--- config.mk ---
export PLATFORM = sky130hd
export DESIGN_NAME = i2c_regtarget
export DESIGN_NICKNAME = d
export VERILOG_FILES = /design/src/rtl/i2c_tgt_pkg.sv /design/src/rtl/i2c_tgt_sync.sv /design/src/rtl/i2c_tgt_regs.sv /design/src/rtl/i2c_tgt_fsm.sv /design/src/rtl/i2c_regtarget.sv
export SDC_FILE = /design/constraint.sdc
export NUM_CORES = 1
export LEC_CHECK = 0
export ABC_AREA = 1
export CAP_MARGIN = 20
export CORE_ASPECT_RATIO = 2
export CORE_MARGIN = 8
export CORE_UTILIZATION = 57
export DETAILED_ROUTE_END_ITERATION = 16
export GPL_ROUTABILITY_DRIVEN = 0
export PLACE_DENSITY = 0.76
export SYNTH_ARGS = -nofsm -noshare
export SYNTH_HDL_FRONTEND = slang
export SYNTH_HIERARCHICAL = 1
export SYNTH_SLANG_ARGS = --single-unit
export TNS_END_PERCENT = 100
--- constraint.sdc ---
create_clock -name clk -period 2.14 [get_ports clk]
set_input_delay 0.214 -clock clk [delete_from_list [all_inputs] [get_ports clk]]
set_output_delay 0.214 -clock clk [all_outputs]
set_load 0.05 [all_outputs]
--- src/rtl/i2c_tgt_pkg.sv ---
package i2c_tgt_pkg;

    localparam int BYTE_W = 8;

    typedef enum logic [3:0] {
        ST_IDLE,
        ST_ADDR,
        ST_ADDR_ACK,
        ST_PTR,
        ST_PTR_ACK,
        ST_WDATA,
        ST_WDATA_ACK,
        ST_RDATA,
        ST_RACK,
        ST_IGNORE
    } tgt_state_e;

endpackage

--- src/rtl/i2c_tgt_sync.sv ---
// Brings both bus lines into the clock domain and derives edge/condition pulses.
module i2c_tgt_sync #(
    parameter int STAGES = 2
) (
    input  logic clk,
    input  logic rst_n,
    input  logic scl_in,
    input  logic sda_in,
    output logic scl_s,
    output logic sda_s,
    output logic scl_rise,
    output logic scl_fall,
    output logic start_det,
    output logic stop_det
);

    localparam int LINES = 2;
    localparam int L_SCL = 1;
    localparam int L_SDA = 0;

    logic [LINES-1:0] raw;
    logic [LINES-1:0] synced;
    logic [LINES-1:0] prev;

    assign raw = {scl_in, sda_in};

    for (genvar g = 0; g < LINES; g++) begin : g_line
        logic [STAGES-1:0] chain;
        always_ff @(posedge clk or negedge rst_n) begin
            if (!rst_n) begin
                chain <= '1;
            end else begin
                chain <= {chain[STAGES-2:0], raw[g]};
            end
        end
        assign synced[g] = chain[STAGES-1];
    end

    always_ff @(posedge clk or negedge rst_n) begin
        if (!rst_n) begin
            prev <= '1;
        end else begin
            prev <= synced;
        end
    end

    assign scl_s     = synced[L_SCL];
    assign sda_s     = synced[L_SDA];
    assign scl_rise  =  synced[L_SCL] & ~prev[L_SCL];
    assign scl_fall  = ~synced[L_SCL] &  prev[L_SCL];
    assign start_det =  synced[L_SCL] &  prev[L_SCL] &  prev[L_SDA] & ~synced[L_SDA];
    assign stop_det  =  synced[L_SCL] &  prev[L_SCL] & ~prev[L_SDA] &  synced[L_SDA];

endmodule

--- src/rtl/i2c_tgt_regs.sv ---
// Byte register bank with a bus port and a local port; bus write has priority.
module i2c_tgt_regs
    import i2c_tgt_pkg::*;
#(
    parameter int NREGS = 8,
    parameter int IDX_W = 3
) (
    input  logic              clk,
    input  logic              rst_n,
    input  logic              bus_we,
    input  logic [IDX_W-1:0]  bus_idx,
    input  logic [BYTE_W-1:0] bus_wdata,
    input  logic [IDX_W-1:0]  bus_ridx,
    output logic [BYTE_W-1:0] bus_rdata,
    input  logic              loc_we,
    input  logic [IDX_W-1:0]  loc_idx,
    input  logic [BYTE_W-1:0] loc_wdata,
    output logic [BYTE_W-1:0] loc_rdata
);

    logic [NREGS-1:0][BYTE_W-1:0] bank;

    for (genvar g = 0; g < NREGS; g++) begin : g_ent
        logic [BYTE_W-1:0] q;
        logic              hit_bus;
        logic              hit_loc;

        assign hit_bus = bus_we && (bus_idx == IDX_W'(g));
        assign hit_loc = loc_we && (loc_idx == IDX_W'(g));

        always_ff @(posedge clk or negedge rst_n) begin
            if (!rst_n) begin
                q <= '0;
            end else if (hit_bus) begin
                q <= bus_wdata;
            end else if (hit_loc) begin
                q <= loc_wdata;
            end
        end

        assign bank[g] = q;
    end

    assign bus_rdata = bank[bus_ridx];
    assign loc_rdata = bank[loc_idx];

endmodule

--- src/rtl/i2c_tgt_fsm.sv ---
// Protocol controller: address match, pointer handling, byte send/receive, ack slots.
module i2c_tgt_fsm
    import i2c_tgt_pkg::*;
#(
    parameter logic [6:0] DEV_ADDR = 7'h2A,
    parameter int         NREGS    = 8,
    parameter int         IDX_W    = 3
) (
    input  logic              clk,
    input  logic              rst_n,
    input  logic              sda_s,
    input  logic              scl_rise,
    input  logic              scl_fall,
    input  logic              start_det,
    input  logic              stop_det,
    input  logic [BYTE_W-1:0] rd_byte,
    output logic [IDX_W-1:0]  rd_idx,
    output logic              bus_we,
    output logic [IDX_W-1:0]  bus_idx,
    output logic [BYTE_W-1:0] bus_wdata,
    output logic              sda_oe,
    output tgt_state_e        state_o
);

    localparam logic [BYTE_W-1:0] NREGS_B = BYTE_W'(NREGS);
    localparam logic [BYTE_W-1:0] LAST_B  = BYTE_W'(NREGS - 1);
    localparam logic [3:0]        FULL    = 4'd8;
    localparam logic [3:0]        LASTBIT = 4'd7;

    tgt_state_e        state, nstate;
    logic [BYTE_W-1:0] shreg;
    logic [BYTE_W-1:0] ptr;
    logic [3:0]        bcnt;
    logic              mack;
    logic              oe_q;

    logic              byte_full;
    logic              rx_done;
    logic              addr_hit;
    logic              ptr_ok;
    logic              shreg_ok;
    logic [BYTE_W-1:0] ptr_next;
    logic [BYTE_W-1:0] tx_byte;

    assign byte_full = (bcnt == FULL);
    assign rx_done   = byte_full && scl_fall;
    assign addr_hit  = (shreg[7:1] == DEV_ADDR);
    assign ptr_ok    = (ptr < NREGS_B);
    assign shreg_ok  = (shreg < NREGS_B);
    assign ptr_next  = (ptr == LAST_B) ? '0 : ptr + BYTE_W'(1);
    assign tx_byte   = ptr_ok ? rd_byte : 8'hFF;

    assign rd_idx    = ptr[IDX_W-1:0];
    assign bus_idx   = ptr[IDX_W-1:0];
    assign bus_wdata = shreg;
    assign bus_we    = (state == ST_WDATA) && rx_done && ptr_ok && !start_det && !stop_det;

    // State register
    always_ff @(posedge clk or negedge rst_n) begin
        if (!rst_n) begin
            state <= ST_IDLE;
        end else begin
            state <= nstate;
        end
    end

    // Next-state decision
    always_comb begin
        nstate = state;
        if (stop_det) begin
            nstate = ST_IDLE;
        end else if (start_det) begin
            nstate = ST_ADDR;
        end else begin
            unique case (state)
                ST_IDLE:      nstate = ST_IDLE;
                ST_IGNORE:    nstate = ST_IGNORE;
                ST_ADDR:      if (rx_done)  nstate = addr_hit ? ST_ADDR_ACK : ST_IGNORE;
                ST_ADDR_ACK:  if (scl_fall) nstate = shreg[0] ? ST_RDATA : ST_PTR;
                ST_PTR:       if (rx_done)  nstate = ST_PTR_ACK;
                ST_PTR_ACK:   if (scl_fall) nstate = ST_WDATA;
                ST_WDATA:     if (rx_done)  nstate = ST_WDATA_ACK;
                ST_WDATA_ACK: if (scl_fall) nstate = ST_WDATA;
                ST_RDATA:     if (scl_fall && bcnt == LASTBIT) nstate = ST_RACK;
                ST_RACK:      if (scl_fall) nstate = mack ? ST_RDATA : ST_IGNORE;
                default:      nstate = ST_IDLE;
            endcase
        end
    end

    // Datapath and outputs
    always_ff @(posedge clk or negedge rst_n) begin
        if (!rst_n) begin
            oe_q  <= 1'b0;
            shreg <= '0;
            ptr   <= '0;
            bcnt  <= '0;
            mack  <= 1'b0;
        end else if (stop_det || start_det) begin
            oe_q <= 1'b0;
            bcnt <= '0;
        end else begin
            unique case (state)
                ST_ADDR, ST_PTR, ST_WDATA: begin
                    if (scl_rise && !byte_full) begin
                        shreg <= {shreg[BYTE_W-2:0], sda_s};
                        bcnt  <= bcnt + 4'd1;
                    end
                    if (rx_done) begin
                        bcnt <= '0;
                        if (state == ST_ADDR) begin
                            oe_q <= addr_hit;
                        end else if (state == ST_PTR) begin
                            ptr  <= shreg;
                            oe_q <= shreg_ok;
                        end else begin
                            oe_q <= ptr_ok;
                            if (ptr_ok) begin
                                ptr <= ptr_next;
                            end
                        end
                    end
                end
                ST_ADDR_ACK: begin
                    if (scl_fall) begin
                        if (shreg[0]) begin
                            shreg <= tx_byte;
                            oe_q  <= ~tx_byte[BYTE_W-1];
                            bcnt  <= '0;
                        end else begin
                            oe_q <= 1'b0;
                        end
                    end
                end
                ST_PTR_ACK, ST_WDATA_ACK: begin
                    if (scl_fall) begin
                        oe_q <= 1'b0;
                    end
                end
                ST_RDATA: begin
                    if (scl_fall) begin
                        if (bcnt == LASTBIT) begin
                            oe_q <= 1'b0;
                            if (ptr_ok) begin
                                ptr <= ptr_next;
                            end
                        end else begin
                            bcnt  <= bcnt + 4'd1;
                            shreg <= {shreg[BYTE_W-2:0], 1'b0};
                            oe_q  <= ~shreg[BYTE_W-2];
                        end
                    end
                end
                ST_RACK: begin
                    if (scl_rise) begin
                        mack <= ~sda_s;
                    end
                    if (scl_fall && mack) begin
                        shreg <= tx_byte;
                        oe_q  <= ~tx_byte[BYTE_W-1];
                        bcnt  <= '0;
                    end
                end
                ST_IDLE, ST_IGNORE: begin
                    oe_q <= 1'b0;
                end
                default: begin
                    oe_q <= 1'b0;
                end
            endcase
        end
    end

    assign sda_oe  = oe_q;
    assign state_o = state;

endmodule

--- src/rtl/i2c_regtarget.sv ---
module i2c_regtarget
    import i2c_tgt_pkg::*;
#(
    parameter logic [6:0] DEV_ADDR    = 7'h2A,
    parameter int         NREGS       = 8,
    parameter int         SYNC_STAGES = 2,
    localparam int        IDX_W       = $clog2(NREGS)
) (
    input  logic              clk,
    input  logic              rst_n,
    input  logic              scl_in,
    input  logic              sda_in,
    output logic              sda_oe,
    input  logic              loc_we,
    input  logic [IDX_W-1:0]  loc_idx,
    input  logic [BYTE_W-1:0] loc_wdata,
    output logic [BYTE_W-1:0] loc_rdata
);

    logic              scl_s, sda_s, scl_rise, scl_fall, start_det, stop_det;
    logic              bus_we;
    logic [IDX_W-1:0]  bus_idx, rd_idx;
    logic [BYTE_W-1:0] bus_wdata, rd_byte;
    tgt_state_e        fsm_state;

    i2c_tgt_sync #(.STAGES(SYNC_STAGES)) u_sync (
        .clk       (clk),
        .rst_n     (rst_n),
        .scl_in    (scl_in),
        .sda_in    (sda_in),
        .scl_s     (scl_s),
        .sda_s     (sda_s),
        .scl_rise  (scl_rise),
        .scl_fall  (scl_fall),
        .start_det (start_det),
        .stop_det  (stop_det)
    );

    i2c_tgt_fsm #(.DEV_ADDR(DEV_ADDR), .NREGS(NREGS), .IDX_W(IDX_W)) u_fsm (
        .clk       (clk),
        .rst_n     (rst_n),
        .sda_s     (sda_s),
        .scl_rise  (scl_rise),
        .scl_fall  (scl_fall),
        .start_det (start_det),
        .stop_det  (stop_det),
        .rd_byte   (rd_byte),
        .rd_idx    (rd_idx),
        .bus_we    (bus_we),
        .bus_idx   (bus_idx),
        .bus_wdata (bus_wdata),
        .sda_oe    (sda_oe),
        .state_o   (fsm_state)
    );

    i2c_tgt_regs #(.NREGS(NREGS), .IDX_W(IDX_W)) u_regs (
        .clk       (clk),
        .rst_n     (rst_n),
        .bus_we    (bus_we),
        .bus_idx   (bus_idx),
        .bus_wdata (bus_wdata),
        .bus_ridx  (rd_idx),
        .bus_rdata (rd_byte),
        .loc_we    (loc_we),
        .loc_idx   (loc_idx),
        .loc_wdata (loc_wdata),
        .loc_rdata (loc_rdata)
    );

endmodule

==> impl_metrics.py, run 1 <==
metrics = {
    "worst_setup_path": {
        "path_cells": "inv_1 -> nor2_1 -> nand4_1 -> nor4_4 -> buf_4 -> nand2_4 -> buf_6 -> nor2_4 -> buf_6 -> nand2_1 -> nand3_1 -> nand2_1",
        "critical-path-slowest-cell": "dfstp_2",
        "crit_path_start_kind": "flop",
        "worstPathBufferInverterCount": 4,
        "critPathArrivalTime_ns": 2.45,
        "worst_path_largest_cell_delay_ns": 0.53,
        "worst-endpoint-required_ns": 2.38,
        "reg2reg_from": "u_sync/prev[1]",
        "crit_fanout": 7,
        "critPathKind": "flop to flop",
        "timing.critical_path.from": "u_sync/prev[1]",
        "worst_setup_ep_type": "flop",
        "path_delay_family": "simple AND/OR/NAND/NOR gates",
    },
    "logic_synthesis": {
        "netlist_top_cells_area": "nand2_1 (32%), dfrtp_1 (31%), nand3_1 (14%), inv_1 (7.5%), nor2_1 (2.7%)",
        "yosysSeqAreaShare": 0.335,
        "yosys.area.top_type": "nand2_1",
        "synth_cell_type_count": 39,
        "post_synthesis_async_set_or_reset_flop_share": 1.00,
        "yosys_warnings": 6,
        "number_of_synthesized_flops_with_an_enable_pin": 0,
        "synth_top_cell_area_share": 0.315,
        "postSynth.topFlopCell": "dfrtp_1",
        "synth.net_count": 1237,
        "synthesized_area_um2": 7180,
        "postSynthCellCount": 1218,
        "ys_top_cells_by_count": "nand2_1 (603), nand3_1 (199), inv_1 (143)",
        "yosys_register_bits": 96,
        "synth_most_common_cell": "nand2_1",
        "postSynthAreaPerCell_um2": 5.90,
    },
    "cts": {
        "numClockSinks": 96,
        "clock_tree.htree_level_count": 3,
        "cts_made_buffers": 9,
        "max-clock-path-buffers": 2,
        "cts_tree": "built",
        "clk_root_buffer_cell": "clkbuf_16",
        "clk_latency_ns": 0.35,
        "worst_setup_hold_path_clk_slew_ns": 0.07,
    },
    "worst_hold_path": {
        "hold_path_startpoint": "sda_in",
        "timing.hold.worst.class": "input port to flop",
    },
    "global_route": {
        "grt_start_max_net_pins": 37,
        "global_route.overflow_total": 0,
        "number_of_antenna_violations_at_the_first_check_in_global_routing": 0,
        "via_count_of_the_first_global_routing_pass": 7632,
        "grt_first_pass_wirelength_um": 38500,
        "grt.total_usage": 0.299,
    },
    "drt": {
        "vias": 8371,
        "final_antenna_net_count": 0,
        "routed-wl-met3_um": 2590,
        "wirelength_met1_um": 9400,
        "met2_wirelength_um": 11500,
        "detail_route.wl_per_cell_um": 17.3,
        "remaining_drc_errors": 0,
        "drt_pass1_iterations": 9,
        "drt-total-wl_um": 25000,
        "first_iter_violations": 982,
        "vias_per_cell": 5.79,
        "top_signal_layer_used": "met4",
    },
    "timing": {
        "tightestPinTransition_ns": 0.628,
        "final-hold-violation-count": 0,
        "post-route-min-period_ns": 2.21,
        "clock-skew-final_ns": 0.0125,
        "rsz0062_at_grt": "true",
        "setup_viol": 9,
        "min_period_over_period": 1.03,
        "clock.fmax_ghz": 0.453,
        "postLayoutSetupSlackWorst_ns": -0.0665,
        "hold-worst-slack_ns": 0.261,
        "slew-limit-headroom": 0.581,
        "finalMaxSlewViolations": 0,
        "tns_ns": -0.261,
    },
    "floorplanning": {
        "placementRows": 58,
        "floorplan.die_area_um2": 16700,
        "die_w_um": 95.4,
        "io_pins": 25,
        "die_y_um": 175,
        "start_util": 0.579,
        "core_area_um2": 12400,
    },
    "cells_and_area": {
        "count_of_filler_cells_inserted_in_the_layout": 1108,
        "area.growth.synth_to_final_pct": 20.7,
        "layout.cells.non_filler": 1447,
        "design.final.nets": 1311,
        "antenna_cells": 0,
        "post_route_cells_drive_above_1_share": 0.151,
    },
    "run_status": {
        "run_status": "complete, but fails checks",
        "failing_checks": "negative setup slack",
    },
    "place": {
        "placement.io_buffers": 24,
        "place_hpwl_um": 17900,
        "place.detailed.instances": 1426,
    },
    "run": {
        "max-cap-violations": 0,
    },
    "power_and_ir_drop": {
        "power.density_nw_per_um2": 1060,
        "ir_drop_mv": 0.874,
        "power.leakage_nw": 5.01,
        "post-layout-total-power_mw": 9.18,
    },
}
==> worst paths after layout <==
path / to / slack, ns / depth (start not counted)
setup reg to reg: u_regs/g_ent[6].q[2] / -0.07 / 12
setup / recovery: u_regs/g_ent[6].q[2] / -0.07 / 12
hold reg to reg: u_sync/g_line[1].chain[1] / 0.36 / 0
max in group asynchronous: u_sync/g_line[1].chain[1] / 1.19 / 3
hold / removal: u_sync/g_line[0].chain[0] / 0.26 / 1
min in group asynchronous: u_regs/g_ent[2].q[0] / 0.31 / 2
==> timing repair <==
item	CTS	global route
endpoints found under the hold margin	23	0
hold buffers	1	0
endpoints found under the setup margin	64	73
gates resized for setup	6	72
pin swaps	3	25
setup buffers	2	2
==> sequential cells by signal (all words and copies together), names as in the netlist <==
signal	flops
u_fsm/state_o	4
u_fsm/ptr	8
u_fsm/bus_wdata	8
u_fsm/sda_oe	1
u_regs/g_ent.q	64
u_fsm/bcnt	4
u_fsm/mack	1
u_sync/g_line.chain	4
u_sync/prev	2
==> per-layer routing <==
layer	up-vias	track usage
li1	3916	-
met3	130	0.0533
met2	519	0.455
met5	-	0
met1	3806	0.382
met4	0	0.175
==> report_power, final <==
part	total, mW	internal [mW]	leakage (nW)	switching, mW
registers	2.67	2.22	1.21	0.443
clock network	1.99	1.26	0.176	0.731
logic	4.52	1.46	3.63	3.07
==> cells in the final DEF (no fill, tap or decap), types with 3 or more instances in the layout <==
cell type        count
o21ai_0              5
dfrtp_1             90
nand2_4              8
nand3_1            186
nor2_2               9
nor2_1              48
clkdlybuf4s50_1     15
dfstp_2              6
inv_1              135
clkbuf_16            9
buf_4               70
nand2_1            579
ha_1                 3
buf_6               14
nor2_4               8
buf_12               4
nand3_2             14
nand2_2             26
inv_2               15
a21oi_1              4
nor3_1               4
nand4_1             14
bufinv_16            4
==> logic make-up (layout without fill, tap and decap cells) <==
group,after synthesis,in the layout,share of synthesized area
AOI/OAI and AO/OA,19,19,0.0176
buffers and inverters,194,273,0.108
DFF,96,96,0.335
and+or+nand+nor,904,904,0.531
xor gates and xnor gates,2,2,0.00244
adders and majority gates,3,3,0.00523
==> layout make-up <==
type	count	area, um^2	share of cell area
clock buffer	9	225	0.0260
clock inverter	7	141	0.0163
inverter	153	579	0.0668
multi-input combinational	928	4210	0.485
sequential	96	2410	0.278
tap	150	188	0.0216
timing repair buffer	104	923	0.106
==> metrics by stage <==
step	cell area (um^2)	utilization	setup WS, ns
after CTS	8420	0.678	-0.0101
after detailed placement	8010	0.645	-0.149
after global routing	8670	0.699	-0.135
final	8670	0.699	-0.0665
after global placement	8010	0.645	-0.0596
after floorplan	7190	-	0.0221
Power figures use the tool's default switching activity.
==> inputs of run 2 (changes only) <==
- CAP_MARGIN: 20 -> 25
- HOLD_SLACK_MARGIN: unset -> 0.12
==> results of run 2 <==
The final DEF is identical to that of run 1; final timing and power are the same.
==> inputs of run 3 (changes only) <==
- MAX_ROUTING_LAYER: unset -> met4
==> run 3 against run 2 <==
The run now ends clean. Critical path depth is the same. Count of clock-buffer cells in the layout stayed put. Largest cell class unchanged. Largest power group unchanged. Highest routed layer unchanged. Clock skew shrank 0.0010 ns.
==> impl_metrics.py, run 3 (synthesized netlist as in run 1, its figures left out) <==
metrics = {
    "run_status": {
        "run_status": "completed",
    },
    "drt": {
        "drt-total-wl_um": 24800,
        "vias_per_cell": 5.75,
        "detail_route.wl_per_cell_um": 17.1,
        "remaining_drc_errors": 0,
        "drt_pass1_iterations": 6,
        "final_antenna_net_count": 0,
        "vias": 8321,
        "first_iter_violations": 998,
    },
    "worst_setup_path": {
        "critPathKind": "flop to flop",
        "worst_setup_ep_type": "flop",
        "critPathArrivalTime_ns": 2.38,
        "crit_path_start_kind": "flop",
        "worst-endpoint-required_ns": 2.39,
        "crit_fanout": 8,
    },
    "cts": {
        "cts_made_buffers": 9,
        "worst_setup_hold_path_clk_slew_ns": 0.07,
        "cts_tree": "built",
        "clk_root_buffer_cell": "clkbuf_16",
        "clock_tree.htree_level_count": 3,
        "max-clock-path-buffers": 2,
        "numClockSinks": 96,
        "clk_latency_ns": 0.35,
    },
    "power_and_ir_drop": {
        "post-layout-total-power_mw": 9.18,
        "cellInternalPower_mw": 4.94,
        "sequentialPowerShare": 0.290,
        "combinationalPowerShare": 0.494,
        "power.leakage_nw": 5.00,
        "power.clock.fraction": 0.216,
        "power_switching_mw": 4.24,
        "ir_drop_mv": 0.890,
        "netSwitchingFraction": 0.462,
        "power.density_nw_per_um2": 1060,
    },
    "cells_and_area": {
        "post_route_cells_drive_above_1_share": 0.149,
        "registers.top_by_ff_count": "u_regs/g_ent.q",
        "layout_common_cells": "nand2_1 (583), nand3_1 (185), inv_1 (134), dfrtp_1 (90), buf_4 (68)",
        "antenna_cells": 0,
        "largest_register_ffs": 64,
        "area.growth.synth_to_final_pct": 20.5,
        "design.final.nets": 1310,
        "layout_commonest_cell": "nand2_1",
    },
    "floorplanning": {
        "start_util": 0.579,
        "die_w_um": 95.4,
        "floorplan.die_area_um2": 16700,
        "core_area_um2": 12400,
        "placementRows": 58,
        "die_y_um": 175,
        "io_pins": 25,
    },
    "timing": {
        "rsz0062_at_grt": "true",
        "clock.fmax_ghz": 0.469,
        "min_period_over_period": 0.997,
        "setup_viol": 0,
        "postLayoutSetupSlackWorst_ns": 0.00600,
        "tightestPinTransition_ns": 0.623,
        "final-hold-violation-count": 0,
        "finalMaxSlewViolations": 0,
        "clock-skew-final_ns": 0.0114,
        "post-route-min-period_ns": 2.13,
        "slew-limit-headroom": 0.584,
    },
    "global_route": {
        "grt.met3_usage": 0.0589,
        "via_count_of_the_first_global_routing_pass": 7628,
        "number_of_antenna_violations_at_the_first_check_in_global_routing": 0,
        "global_route.overflow_total": 0,
        "grt_start_max_net_pins": 37,
        "grt_use_met1": 0.380,
        "grt.total_usage": 0.308,
        "grt_first_pass_wirelength_um": 38600,
        "grt_util_met2": 0.457,
        "top_usage_layer": "met2",
    },
    "place": {
        "preCtsSetupSlack_ns": -0.149,
        "place_hpwl_um": 17900,
        "placement.io_buffers": 24,
    },
    "run": {
        "max-cap-violations": 0,
    },
    "worst_hold_path": {
        "timing.hold.worst.class": "input port to flop",
    },
}
## run 3: cell types whose count changed in the layout (fill, tap and decap cells not counted)
cell,delta
buf_6,+1
nand2_4,-1
nand3_1,-1
nand2_1,+4
nand2_2,-3
buf_4,-2
nand3_2,+1
inv_1,-1
nor2_2,+1
nor2_4,-1
inv_2,+1
## run 3: final timing paths
path / to / depth (start not counted) / start / slack, ns
max in group asynchronous: u_sync/g_line[1].chain[1] / 3 / rst_n / 1.19
worst min register to register: u_sync/g_line[1].chain[1] / 0 / u_sync/g_line[1].chain[0] / 0.36
worst min-delay path: u_sync/g_line[0].chain[0] / 1 / sda_in / 0.26
worst max register to register: u_regs/g_ent[7].q[1] / 12 / u_sync/prev[1] / 0.006
min in group asynchronous: u_regs/g_ent[2].q[0] / 2 / rst_n / 0.31
worst max-delay path: u_regs/g_ent[7].q[1] / 12 / u_sync/prev[1] / 0.006
## run 3: power groups by stage
stage | combinational (mW) | clock (mW) | sequential [mW]
floorplan | 3.00 | 0 | 2.59
global placement | 4.24 | 0 | 2.66
detailed placement | 4.31 | 0 | 2.67
CTS | 4.35 | 2.01 | 2.64
global route | 4.99 | 2.07 | 2.71
finish | 4.54 | 1.98 | 2.66
## run 3: area by class of cell
class                           count  area, um^2
Multi-Input combinational cell    928        4190
Sequential cell                    96        2410
Inverter                          153         579
Tap cell                          150         188
Clock inverter                      7         141
Timing Repair Buffer              103         920
Clock buffer                        9         225
Fill cell                        1099        3750
## run 3: timing repair
| action | 4_1_cts | 5_1_grt |
|---|---|---|
| pin swaps | 3 | 20 |
| endpoints found under the setup margin | 64 | 73 |
| buffers inserted | 2 | 1 |
| resized for setup | 6 | 69 |
| hold endpoints to repair | 55 | 0 |
| hold buffers | 1 | 0 |
## run 3: per-layer routing
metal,up-vias,part of all wire
met1,3803,0.38
met3,132,0.10
met4,0,0.064
met5,-,0
met2,480,0.45
li1,3906,-
## run 3: critical path, stage by stage (launching register included)
cell and delay (ns):
dfstp_2 0.53, inv_1 0.04, nor2_1 0.16, nand4_1 0.20
nor4_4 0.23, buf_4 0.18, nand2_4 0.08, buf_6 0.17
nor2_4 0.10, buf_6 0.14, nand2_1 0.06, nand3_1 0.09
nand2_1 0.05
## run 3: stage by stage
step,cells,utilization,hold slack (ns),area [um^2],setup TNS [ns]
after detailed placement,1426,0.645,0.143,8010,-3.66
after global routing,1446,0.698,0.255,8660,-1.68
after CTS,1445,0.678,0.257,8420,-0.0101
after floorplan,1218,-,-0.0816,7190,0
final,1446,0.698,0.260,8660,0
after global placement,1426,0.645,0.144,8010,-0.962
